$ cat src/rtl/btn_cnt_pkg.sv
package btn_cnt_pkg;

  typedef enum logic {
    SRC_FILTER = 1'b0,
    SRC_HOLD   = 1'b1
  } src_e;

  // A rising edge seen by comparing a level with its registered copy.
  function automatic logic level_rose(input logic now_lvl, input logic was_lvl);
    return now_lvl & ~was_lvl;
  endfunction

  // Next state of a make/break hold register; both-high or both-low holds.
  function automatic logic hold_next(input logic cur, input logic mk, input logic brk);
    logic nxt;
    nxt = cur;
    if (mk && !brk)
      nxt = 1'b1;
    else if (brk && !mk)
      nxt = 1'b0;
    return nxt;
  endfunction

endpackage

$ cat src/rtl/bc_sync.sv
module bc_sync #(
  parameter int WIDTH  = 3,
  parameter int STAGES = 2
) (
  input  logic             clk,
  input  logic             rst,
  input  logic [WIDTH-1:0] async_in,
  output logic [WIDTH-1:0] sync_out
);

  logic [WIDTH-1:0] stage_q [STAGES];

  generate
    for (genvar s = 0; s < STAGES; s++) begin : g_stage
      if (s == 0) begin : g_first
        always_ff @(posedge clk) begin
          if (rst) stage_q[s] <= '0;
          else     stage_q[s] <= async_in;
        end
      end else begin : g_rest
        always_ff @(posedge clk) begin
          if (rst) stage_q[s] <= '0;
          else     stage_q[s] <= stage_q[s-1];
        end
      end
    end
  endgenerate

  assign sync_out = stage_q[STAGES-1];

  // output follows the input after exactly STAGES edges (checked on the 2-stage default)
  if (STAGES == 2) begin : g_chk
    a_r2_two_flop_delay: assert property (@(posedge clk) disable iff (rst)
      !$past(rst) && !$past(rst, 2) |-> sync_out == $past(async_in, 2))
      else $error("R2: synchronizer delay broken");
  end

endmodule

$ cat src/rtl/bc_hold_clean.sv
module bc_hold_clean (
  input  logic clk,
  input  logic rst,
  input  logic make_s,
  input  logic break_s,
  output logic level
);
  import btn_cnt_pkg::*;

  logic hold_q;
  logic set_evt;
  logic clr_evt;

  assign set_evt = make_s & ~break_s;
  assign clr_evt = break_s & ~make_s;

  always_ff @(posedge clk) begin
    if (rst) hold_q <= 1'b0;
    else     hold_q <= hold_next(hold_q, make_s, break_s);
  end

  assign level = hold_q;

  a_r3_sets: assert property (@(posedge clk) disable iff (rst)
    set_evt |=> level)
    else $error("R3: hold register failed to set");

  a_r3_clears: assert property (@(posedge clk) disable iff (rst)
    clr_evt |=> !level)
    else $error("R3: hold register failed to clear");

  a_r3_holds: assert property (@(posedge clk) disable iff (rst)
    !set_evt && !clr_evt |=> $stable(level))
    else $error("R3: hold register moved without a one-sided request");

endmodule

$ cat src/rtl/bc_stable_filter.sv
module bc_stable_filter #(
  parameter int HOLD_CYCLES = 500000
) (
  input  logic clk,
  input  logic rst,
  input  logic din,
  output logic level
);

  localparam int HW = $clog2(HOLD_CYCLES + 1);
  localparam logic [HW-1:0] HOLD_LIM = HW'(HOLD_CYCLES);

  logic          rec_q;
  logic          clean_q;
  logic [HW-1:0] run_q;
  logic          mismatch;
  logic          run_done;

  assign mismatch = (din != rec_q);
  assign run_done = (run_q == HOLD_LIM);

  always_ff @(posedge clk) begin
    if (rst) begin
      rec_q   <= din;
      clean_q <= din;
      run_q   <= '0;
    end else if (mismatch) begin
      rec_q <= din;
      run_q <= '0;
    end else if (run_done) begin
      clean_q <= rec_q;
    end else begin
      run_q <= run_q + 1'b1;
    end
  end

  assign level = clean_q;

  a_r1_reset_load: assert property (@(posedge clk)
    rst |=> run_q == '0 && rec_q == $past(din) && clean_q == $past(din))
    else $error("R1: filter reset load wrong");

  a_r4_restart: assert property (@(posedge clk) disable iff (rst)
    mismatch |=> run_q == '0)
    else $error("R4: stable count did not restart");

  a_r5_only_after_hold: assert property (@(posedge clk) disable iff (rst)
    !$past(rst) && !$stable(clean_q) |-> $past(run_q) == HOLD_LIM)
    else $error("R5: clean level moved before hold time");

  a_r5_no_overrun: assert property (@(posedge clk) disable iff (rst)
    run_q <= HOLD_LIM)
    else $error("R5: stable count overran");

endmodule

$ cat src/rtl/bc_edge_tally.sv
module bc_edge_tally #(
  parameter int CNT_W = 8
) (
  input  logic             clk,
  input  logic             rst,
  input  logic             level,
  input  logic             down,
  output logic [CNT_W-1:0] tally
);
  import btn_cnt_pkg::*;

  logic             prev_q;
  logic [CNT_W-1:0] cnt_q;
  logic             rise_evt;

  function automatic logic [CNT_W-1:0] step(input logic [CNT_W-1:0] cur, input logic dn);
    return dn ? cur - 1'b1 : cur + 1'b1;
  endfunction

  assign rise_evt = level_rose(level, prev_q);

  always_ff @(posedge clk) begin
    if (rst) begin
      prev_q <= level;
      cnt_q  <= '0;
    end else begin
      prev_q <= level;
      if (rise_evt) cnt_q <= step(cnt_q, down);
    end
  end

  assign tally = cnt_q;

  a_r1_reset_zero: assert property (@(posedge clk)
    rst |=> tally == '0)
    else $error("R1: tally not cleared by reset");

  a_r6_only_on_rise: assert property (@(posedge clk) disable iff (rst)
    !$past(rst) && tally != $past(tally) |-> $past(rise_evt))
    else $error("R6: tally moved without a rising edge");

  a_r7_r8_up: assert property (@(posedge clk) disable iff (rst)
    rise_evt && !down |=> tally == CNT_W'($past(tally) + 1'b1))
    else $error("R7/R8: increment wrong");

  a_r7_r8_down: assert property (@(posedge clk) disable iff (rst)
    rise_evt && down |=> tally == CNT_W'($past(tally) - 1'b1))
    else $error("R7/R8: decrement wrong");

endmodule

$ cat src/rtl/btn_event_counter.sv
module btn_event_counter #(
  parameter int CNT_W       = 8,
  parameter int HOLD_CYCLES = 500000,
  parameter int SYNC_STAGES = 2
) (
  input  logic             clk,
  input  logic             rst,
  input  logic             btn_single,
  input  logic             btn_make,
  input  logic             btn_break,
  input  logic             src_sel,
  input  logic             cnt_down,
  output logic [CNT_W-1:0] tally
);
  import btn_cnt_pkg::*;

  localparam int NBTN = 3;

  logic [NBTN-1:0] raw_vec;
  logic [NBTN-1:0] sync_vec;
  logic            hold_lvl;
  logic            filt_lvl;
  logic            sel_lvl;
  src_e            src;

  assign raw_vec = {btn_single, btn_make, btn_break};
  assign src     = src_e'(src_sel);

  bc_sync #(.WIDTH(NBTN), .STAGES(SYNC_STAGES)) u_sync (
    .clk      (clk),
    .rst      (rst),
    .async_in (raw_vec),
    .sync_out (sync_vec)
  );

  bc_hold_clean u_hold (
    .clk     (clk),
    .rst     (rst),
    .make_s  (sync_vec[1]),
    .break_s (sync_vec[0]),
    .level   (hold_lvl)
  );

  bc_stable_filter #(.HOLD_CYCLES(HOLD_CYCLES)) u_filt (
    .clk   (clk),
    .rst   (rst),
    .din   (sync_vec[2]),
    .level (filt_lvl)
  );

  assign sel_lvl = (src == SRC_HOLD) ? hold_lvl : filt_lvl;

  bc_edge_tally #(.CNT_W(CNT_W)) u_tally (
    .clk   (clk),
    .rst   (rst),
    .level (sel_lvl),
    .down  (cnt_down),
    .tally (tally)
  );

  // with the source held, a steady selected level keeps tally still
  a_r9_selected_only: assert property (@(posedge clk) disable iff (rst)
    $stable(src_sel) && $stable(sel_lvl) |=> $stable(tally))
    else $error("R9: tally moved while the selected level was steady");

endmodule

$ cat config.mk
export PLATFORM = sky130hd
export DESIGN_NAME = btn_event_counter
export DESIGN_NICKNAME = d
export VERILOG_FILES = /design/src/rtl/btn_cnt_pkg.sv /design/src/rtl/bc_sync.sv /design/src/rtl/bc_hold_clean.sv /design/src/rtl/bc_stable_filter.sv /design/src/rtl/bc_edge_tally.sv /design/src/rtl/btn_event_counter.sv
export SDC_FILE = /design/constraint.sdc
export NUM_CORES = 1
export LEC_CHECK = 0
export BUFFER_PORTS_ARGS = -buffer_cell sky130_fd_sc_hd__buf_2
export CORE_MARGIN = 2
export CORE_UTILIZATION = 58
export DETAILED_ROUTE_END_ITERATION = 6
export PLACE_DENSITY = 0.85
export SLEW_MARGIN = 20
export SYNTH_ARGS = -nofsm -noshare
export SYNTH_HDL_FRONTEND = slang
export SYNTH_SLANG_ARGS = --single-unit
$ cat constraint.sdc
create_clock -name clk -period 1.95 [get_ports clk]
set_clock_uncertainty 0.1 [all_clocks]
set_input_delay 0.0975 -clock clk [delete_from_list [all_inputs] [get_ports clk]]
set_output_delay 0.0975 -clock clk [all_outputs]
set_load 0.01 [all_outputs]
==> results of run 1 <==
worst max-delay path, delay by kind of cell, from the launching register on:
family | cells | cell delay [ns]
adders and majority gates | 1 | 0.44
xor gates and xnor gates | 1 | 0.07
DFF | 1 | 0.40
AOI/OAI and AO/OA | 2 | 0.32
and+or+nand+nor | 2 | 0.25
buffers and inverters | 1 | 0.09
routing by layer:
metal  vias up  routed length [um]
met5         -                   0
met4         0                  61
met3         6                 106
met2        26                1530
met1       683                1640
li1        758                   -
stage by stage:
stage	worst slack, ns	hold slack, ns	std cells	total power [mW]	instance area [sq um]
after global placement	0.280	0.208	260	1.05	1970
after global routing	0.0342	0.0553	272	1.67	2100
after floorplan	0.309	0.126	204	0.995	1850
after detailed placement	0.237	0.212	260	1.06	1970
after CTS	0.185	0.0334	272	1.61	2100
final	0.193	0.0370	272	1.60	2100
logic make-up after synthesis:
kind of cell	Yosys count	synth area share
multiplexers	4	0.0224
AND/OR/NAND/NOR	91	0.277
adder cells (fa/ha/maj)	10	0.0718
flip-flops	37	0.412
buffers and inverters	16	0.0332
AO/OA/AOI/OAI	26	0.0887
XOR/XNOR	20	0.0949
area by class of cell:
class | count | area, sq um
multi-input combinational | 151 | 1020
fill | 248 | 955
sequential | 37 | 761
timing repair buffer | 21 | 133
tap | 44 | 55.1
clock inverter | 3 | 46.3
inverter | 11 | 41.3
clock buffer | 5 | 37.5
power breakdown:
part | internal (mW) | switching [mW]
logic | 0.0980 | 0.128
registers | 0.797 | 0.0256
clock network | 0.271 | 0.283
total | 1.17 | 0.437
state kept, by name (all words and copies together), names as in the netlist:
| register | flops |
|---|---|
| u_tally.tally | 8 |
| u_sync.stage_q | 6 |
| u_filt.level | 1 |
| u_filt.run_q | 19 |
| u_tally.prev_q | 1 |
| u_hold.level | 1 |
| u_filt.rec_q | 1 |
worst min-delay path by stage:
stage / from / to / slack, ns / cells past startpoint
CTS: rst / u_tally.tally[5]$_SDFFE_PP0P_ / 0.03 / 3
global route: rst / u_tally.tally[5]$_SDFFE_PP0P_ / 0.06 / 3
global placement: btn_break / u_sync.stage_q[0][0]$_SDFF_PP0_ / 0.21 / 2
detailed placement: btn_break / u_sync.stage_q[0][0]$_SDFF_PP0_ / 0.21 / 2
finish: rst / u_tally.tally[5]$_SDFFE_PP0P_ / 0.04 / 3
floorplan: btn_break / u_sync.stage_q[0][0]$_SDFF_PP0_ / 0.13 / 1
cell usage in the layout (no fill, tap or decap), drive strengths merged, types with 3 or more instances in the layout:
master,n
a21oi,9
and3,4
buf,17
clkbuf,5
dfxtp,35
dlygate4sd3,4
ha,9
inv,11
mux2i,3
nand2,17
nand3,10
nand4,6
nor2,25
nor2b,7
nor3,9
o21ai,5
xnor2,13
xor2,7
repair_timing:
action	4_1_cts	5_1_grt
endpoints found under the setup margin	0	0
hold buffers	4	0
hold endpoints to repair	4	0
==> metrics.txt, run 1 <==
Iteration-0 DRC Markers=38; max_slew headroom=0.651; crit path DAT=1.93 ns; routed vias/inst=5.42; share of cells above drive strength 1=0.140; status=completed; crit path max-delay cell type=fa_1; Post-synth top flop=dfxtp_1; Die Span X=60.4 um; RSZ-0062 raised after global routing=false; FP Rows=20; utilization after layout=0.687; minimum clock period=1.76 ns; fin crit share=0.901; Worst R2R End=u_tally.tally[4]$_SDFFE_PP0P_; CTS tree=done; EDFF count, synth=2; met3 Track Usage GR=0.0576; vias in the first global route=1306; R2R cell count=7; worst hold path class=input port to flop; ant diodes=0; Final GP Congestion=0.805; max-cap violation count=0; cell taking the most area after synthesis=dfxtp_1; CTS root buffer=clkbuf_4; worst-margin pin slew=0.521 ns; critical path endpoint category=flop; Post-layout nets=244; Synth async-reset ratio=0; clk sinks=37; CP Max Fanout=5; Pwr per Cell Area=764 nW/um^2; largest net degree at the start of global routing=20; final hold vios=0; starting density of the core=0.605; routed len/inst=12.3 um; syn avg cell area=9.05 sq um; Syn. warnings=0; Core Region=3050 sq um; first-pass GRT wire length=5.50 mm; top cells by count, synth=dfxtp_1, nor2_1, nand2_1, xnor2_1, inv_1; cell area after synthesis=1850 sq um; cts repair resizes=0; crit path cell chain=inv_1 > fa_1 > nor2b_1 > o21ai_0 > nand2b_1 > xnor2_1 > o31ai_1; Startpoint Class=flop; P_leak=0.844 nW; H-tree depth=2; post-synth top area share=0.379; synthesized flop and latch total=37; worst vdd ir=0.369 mV; Post-CTS Setup Repair Bufs=0; count of final setup violators=0; top cells by area, synth=dfxtp_1, xnor2_1, ha_1; Critical Path Start=u_tally.tally[0]$_SDFFE_PP0P_; flop2flop setup slack=0.19 ns; post-route ant nets=0; cells after synthesis=204; initial antenna violation count=0; grt ovf=0; worst skew pair latency=0.36 ns; Slew Limit Fails=0; most used routing layer=met2; IO Pins=15; Area Growth Syn to Fin=13.6%; clock buffer depth=2; crit-path max cell delay=0.44 ns; CP required=2.12 ns; Fmax achieved=569 MHz; IO Port Bufs=14; register area share after synthesis=0.412; most frequent cell after synthesis=dfxtp_1; CP Capture Point=u_tally.tally[4]$_SDFFE_PP0P_; synth unique cells=42; die area=3650 sq um; DRT Pass-1 Iters=6; Setup CP Type=flop to flop; DRC=0; vias after detailed routing=1473; Total Wirelength=3.34 mm; clk slew on worst S/H paths=0.13 ns; GRT Util Overall=0.202; die height=60.4 um; reg2reg start=u_tally.tally[0]$_SDFFE_PP0P_; GR met2 Demand/Resource=0.325; Synthesized Nets=221; HPWL after DPL=2.32 mm; met1 Use GR=0.257; Final TNS setup=0 ns; Inserted Clock Buffers=5
Power figures use the tool's default switching activity.
==> run 2, diff against run 1 <==
--- a/config.mk
+++ b/config.mk
@@ -7,10 +7,11 @@
 export LEC_CHECK = 0
 export BUFFER_PORTS_ARGS = -buffer_cell sky130_fd_sc_hd__buf_2
 export CORE_MARGIN = 2
-export CORE_UTILIZATION = 58
+export CORE_UTILIZATION = 59
 export DETAILED_ROUTE_END_ITERATION = 6
-export PLACE_DENSITY = 0.85
+export PLACE_DENSITY = 0.86
 export SLEW_MARGIN = 20
 export SYNTH_ARGS = -nofsm -noshare
 export SYNTH_HDL_FRONTEND = slang
+export SYNTH_HIERARCHICAL = 1
 export SYNTH_SLANG_ARGS = --single-unit
==> metrics.txt, run 2 <==
status=completed; Synthesized Nets=229; fin crit share=0.934; xor/xnor cell area share of the yosys netlist=0.0599; CP Max Fanout=4; largest net degree at the start of global routing=20; routed len/inst=13.0 um; Slew Limit Fails=0; top cells by count, synth=dfxtp_1, nor2_1, inv_1, a21oi_1, nand2_1; post-route insts no fill=285; vias after detailed routing=1598; CTS tree=done; die area=3690 sq um; CP required=2.12 ns; H-tree depth=2; Fmax achieved=549 MHz; worst skew pair latency=0.34 ns; CTS root buffer=clkbuf_4; grt ovf=0; Pwr per Cell Area=662 nW/um^2; syn avg cell area=8.96 sq um; clock buffer depth=2; worst hold path class=input port to flop; Syn. warnings=6; CP delay by family, top=simple AND/OR/NAND/NOR gates; first-pass GRT wire length=6.14 mm; EDFF count, synth=2; ant diodes=0; count of final setup violators=0; cells after synthesis=212; vias in the first global route=1463; max_slew headroom=0.742; Area Growth Syn to Fin=14.5%; Die Span X=60.8 um; Inserted Clock Buffers=5; most frequent cells in the layout=dfxtp_1, nor2_1, inv_1; final hold vios=0; max reg flops=19; crit path max-delay cell type=or4_4; Setup CP Type=flop to flop; initial antenna violation count=0; post-synth top area share=0.369; DP Worst Slack=0.0809 ns; Post-Synth Simple-Gate Area=0.270; Compound-Gate Fraction of Synth Area=0.127; GRT Util Overall=0.226; DRC=0; IO Pins=15; cell area after synthesis=1900 sq um; minimum clock period=1.82 ns; post-synthesis adder-cell area fraction=0.0698; die height=60.8 um; clk slew on worst S/H paths=0.12 ns; Iteration-0 DRC Markers=63; max-cap violation count=0; clk sinks=37; post-route cell area=2180 sq um; most frequent cell after synthesis=dfxtp_1; dpl cells=272; Total Wirelength=3.70 mm; Final GP Congestion=0.820; routed vias/inst=5.61; crit-path max cell delay=0.45 ns; Post-synth top flop=dfxtp_1; register area share after synthesis=0.400; Top reg by flops=u_filt/run_q; post-route ant nets=0; mux contribution to synthesized area=0.0303; Power, Total=1.44 mW; Final Worst Setup Slack=0.129 ns; top cells by area, synth=dfxtp_1, ha_1, a21oi_1; DRT Pass-1 Iters=4; placed cell areas=2060 sq um; worst vdd ir=0.612 mV; main combinational cell family by area after synthesis=simple AND/OR/NAND/NOR gates; cell taking the most area after synthesis=dfxtp_1; commonest non-fill, non-tap cell in the layout=dfxtp_1; share of cells above drive strength 1=0.199; critical path endpoint category=flop; crit path cell chain=ha_1 > nand2_1 > or4_4 > or3_1 > a21oi_1; crit path DAT=1.99 ns; P_leak=0.835 nW; synthesized flop and latch total=37; Post-layout nets=257; IO Port Bufs=14; HPWL after DPL=2.61 mm; FP Rows=20; Critical path buffers and inverters=0; Core Region=3050 sq um; starting density of the core=0.623; hold slack=0.0235 ns; Startpoint Class=flop; synth unique cells=51; Synth async-reset ratio=0; worst-margin pin slew=0.383 ns
[run 2: cell count changes in the layout (fill, tap and decap cells not counted), moves of 3 or more]
cell     before  now
inv_1        11   15
buf_4         3    9
nor2_1       25   18
a21oi_1       9   14
nand2_1      17   12
or3_1         1    5
and3_1        4    1
xnor2_1      13    7
[run 2: per-layer routing]
metal	vias up	track usage	wire length (um)	part of all wire
met1	738	0.292	1740	0.47
met5	-	0	0	0
met4	0	0.0932	63	0.017
met2	41	0.358	1740	0.47
met3	8	0.0618	154	0.042
li1	811	-	-	-
[run 2: cell families (layout without fill, tap and decap cells)]
family,Yosys count,in the layout
simple gates,89,89
compound gates,37,37
flops,37,37
buf+inv,21,50
xor+xnor,13,13
fa+ha+maj,10,10
mux,5,5
[run 2: per-stage QoR]
stage	TNS, ns	util
global route	-0.000799	0.713
CTS	0	0.708
global placement	0	0.675
finish	0	0.713
floorplan	0	-
detailed placement	0	0.675
[run 2: what timing repair did]
action                     CTS  global route
buffers inserted             0             1
gates resized for setup      0             3
hold buffers                 4             0
setup endpoints to repair    0             5
hold endpoints to repair     4             0
[run 2: layout make-up]
type                            count  area [sq um]
Timing Repair Buffer               27           178
Clock buffer                        5          37.5
Multi-Input combinational cell    154          1060
Fill cell                         264           876
Clock inverter                      3          22.5
Inverter                           15          56.3
Tap cell                           44          55.1
Sequential cell                    37           763
[run 2: worst reg2reg max path: stages, from the launching register on]
cell	delay (ns)
dfxtp_1	0.41
ha_1	0.22
nand2_1	0.12
or4_4	0.45
or3_1	0.31
a21oi_1	0.13
[run 2: where the power goes]
part           switching, mW  leakage, nW  internal (mW)  total, mW
combinational          0.120        0.493         0.0988      0.219
sequential            0.0194        0.307          0.793      0.812
clock                  0.268       0.0352          0.143      0.411
total                  0.407        0.835           1.03       1.44
[run 2: path summary, 6_finish.rpt]
kind	start	to	slack, ns	cells past startpoint
max reg2reg	u_filt/run_q[1]$_SDFFE_PP0P_	u_filt/run_q[18]$_SDFFE_PP0P_	0.13	5
min reg2reg	u_sync/stage_q[0][1]$_SDFF_PP0_	u_sync/stage_q[1][1]$_SDFF_PP0_	0.36	1
min	rst	u_sync/stage_q[1][0]$_SDFF_PP0_	0.02	2
max	u_filt/run_q[1]$_SDFFE_PP0P_	u_filt/run_q[18]$_SDFFE_PP0P_	0.13	5
==> run 3, diff against run 2 <==
--- a/config.mk
+++ b/config.mk
@@ -6,10 +6,11 @@
 export NUM_CORES = 1
 export LEC_CHECK = 0
 export BUFFER_PORTS_ARGS = -buffer_cell sky130_fd_sc_hd__buf_2
+export CORE_ASPECT_RATIO = 1.25
 export CORE_MARGIN = 2
-export CORE_UTILIZATION = 59
+export CORE_UTILIZATION = 55
 export DETAILED_ROUTE_END_ITERATION = 6
-export PLACE_DENSITY = 0.86
+export PLACE_DENSITY = 0.81
 export SLEW_MARGIN = 20
 export SYNTH_ARGS = -nofsm -noshare
 export SYNTH_HDL_FRONTEND = slang
==> metrics.txt, run 3 (synthesized netlist as in run 2, its figures left out) <==
post-route ant nets=0; FP Rows=23; crit-path max cell delay=0.43 ns; critical path endpoint category=flop; die area=3950 sq um; count of final setup violators=0; flop2flop setup slack=0.11 ns; DRC=0; max reg flops=19; DRT Pass-1 Iters=4; H-tree depth=2; Core Region=3250 sq um; crit path max-delay cell type=fa_1; routed len/inst=13.1 um; IO Port Bufs=14; CP Max Fanout=4; max-cap violation count=0; commonest non-fill, non-tap cell in the layout=dfxtp_1; share of cells above drive strength 1=0.200; Area Growth Syn to Fin=16.7%; post-route insts no fill=277; most frequent cells in the layout=dfxtp_1, nor2_1, inv_1; minimum clock period=1.84 ns; Die Span X=56.6 um; dpl cells=265; ant diodes=0; worst skew pair latency=0.30 ns; CTS root buffer=clkbuf_8; max_slew headroom=0.690; Logic pwr share=0.127; CTS tree=done; crit path DAT=1.98 ns; Pwr per Cell Area=762 nW/um^2; Seq pwr share=0.478; IO Pins=15; final-layout fill cell count=278; clock network fraction of design power=0.395; clk sinks=37; worst vdd ir=0.691 mV; CP required=2.09 ns; Slew Limit Fails=0; vias after detailed routing=1539; HPWL after DPL=2.49 mm; fin crit share=0.945; worst hold path class=input port to flop; Psw=0.420 mW; utilization after layout=0.682; Fmax achieved=543 MHz; clock buffer depth=2; Int Power=1.27 mW; Startpoint Class=flop; Inserted Clock Buffers=5; status=completed; Final GP Congestion=0.867; clk slew on worst S/H paths=0.08 ns; worst-margin pin slew=0.464 ns; vias in the first global route=1497; Iteration-0 DRC Markers=53; Post-layout nets=256; initial antenna violation count=0; die height=69.7 um; grt ovf=0; routed vias/inst=5.56; Total Wirelength=3.62 mm; crit path cell chain=inv_1 > fa_1 > nor2b_1 > o21a_2 > o21bai_1 > a2111o_1 > nand3_1; starting density of the core=0.584; Top reg by flops=u_filt/run_q; P_leak=0.849 nW; Sw Share=0.249; first-pass GRT wire length=6.22 mm; Setup CP Type=flop to flop; final hold vios=0; GRT Util Overall=0.199; largest net degree at the start of global routing=20
run 3: changes by cell type in the layout (fill, tap and decap cells not counted):
cell and change:
clkinv_2 -1, clkinvlp_4 +1, bufinv_16 +1, clkbuf_8 +5
a21oi_1 -1, a21oi_2 +1, buf_4 -1, clkbuf_4 -5
dfxtp_1 -1, nor4b_1 +1, nor4b_2 -1, dfxtp_4 +1
clkinv_4 -1
run 3: per-layer routing:
layer	up-vias	part of all wire	global-route usage
met5	-	0	0
li1	808	-	-
met3	9	0.033	0.0597
met4	0	0.021	0.0952
met1	698	0.47	0.243
met2	24	0.47	0.317
run 3: path summary, 6_finish.rpt:
check                                       start                              end  cells past startpoint
setup / recovery    u_tally/tally[1]$_SDFFE_PP0P_    u_tally/tally[6]$_SDFFE_PP0P_                      7
hold / removal                                rst    u_tally/tally[0]$_SDFFE_PP0P_                      2
setup reg to reg    u_tally/tally[1]$_SDFFE_PP0P_    u_tally/tally[6]$_SDFFE_PP0P_                      7
hold reg to reg   u_sync/stage_q[0][0]$_SDFF_PP0_  u_sync/stage_q[1][0]$_SDFF_PP0_                      1
run 3: cell type report:
class,count,area [sq um],share of cell area
clock inverter,3,46.3,0.0209
clock buffer,5,68.8,0.0310
sequential,37,767,0.346
timing repair buffer,26,170,0.0767
multi-input combinational,154,1060,0.479
inverter,15,56.3,0.0254
tap,37,46.3,0.0209
run 3: stage by stage:
stage                     total power, mW  area, sq um  hold WS [ns]  TNS (ns)  setup WS, ns
final                                1.69         2220        0.0780         0         0.108
after global routing                 1.77         2220        0.0966  -0.00269      -0.00269
after CTS                            1.70         2210        0.0814         0         0.104
after detailed placement             1.03         2050         0.212         0         0.114
after global placement               1.03         2050         0.208         0         0.152
after floorplan                     0.972         1900        0.0691         0        0.0782
run 3: worst max-delay path: cells and delay by family (launching register included):
kind / cells / cell delay, ns
and+or+nand+nor: 2 / 0.23
AOI/OAI and AO/OA: 3 / 0.60
buffers and inverters: 1 / 0.07
adders and majority gates: 1 / 0.43
DFF: 1 / 0.37
run 3: power by group through the flow:
stage               Sequential, mW  Clock, mW  Combinational [mW]
floorplan                    0.832          0               0.140
global placement             0.826          0               0.201
detailed placement           0.827          0               0.205
CTS                          0.809      0.681               0.213
global route                 0.811      0.721               0.240
finish                       0.807      0.668               0.214
run 3: what timing repair did:
action / CTS / global route
buffers inserted: 0 / 0
hold endpoints to repair: 4 / 0
endpoints found under the setup margin: 0 / 3
hold buffers: 4 / 0
resized for setup: 0 / 5
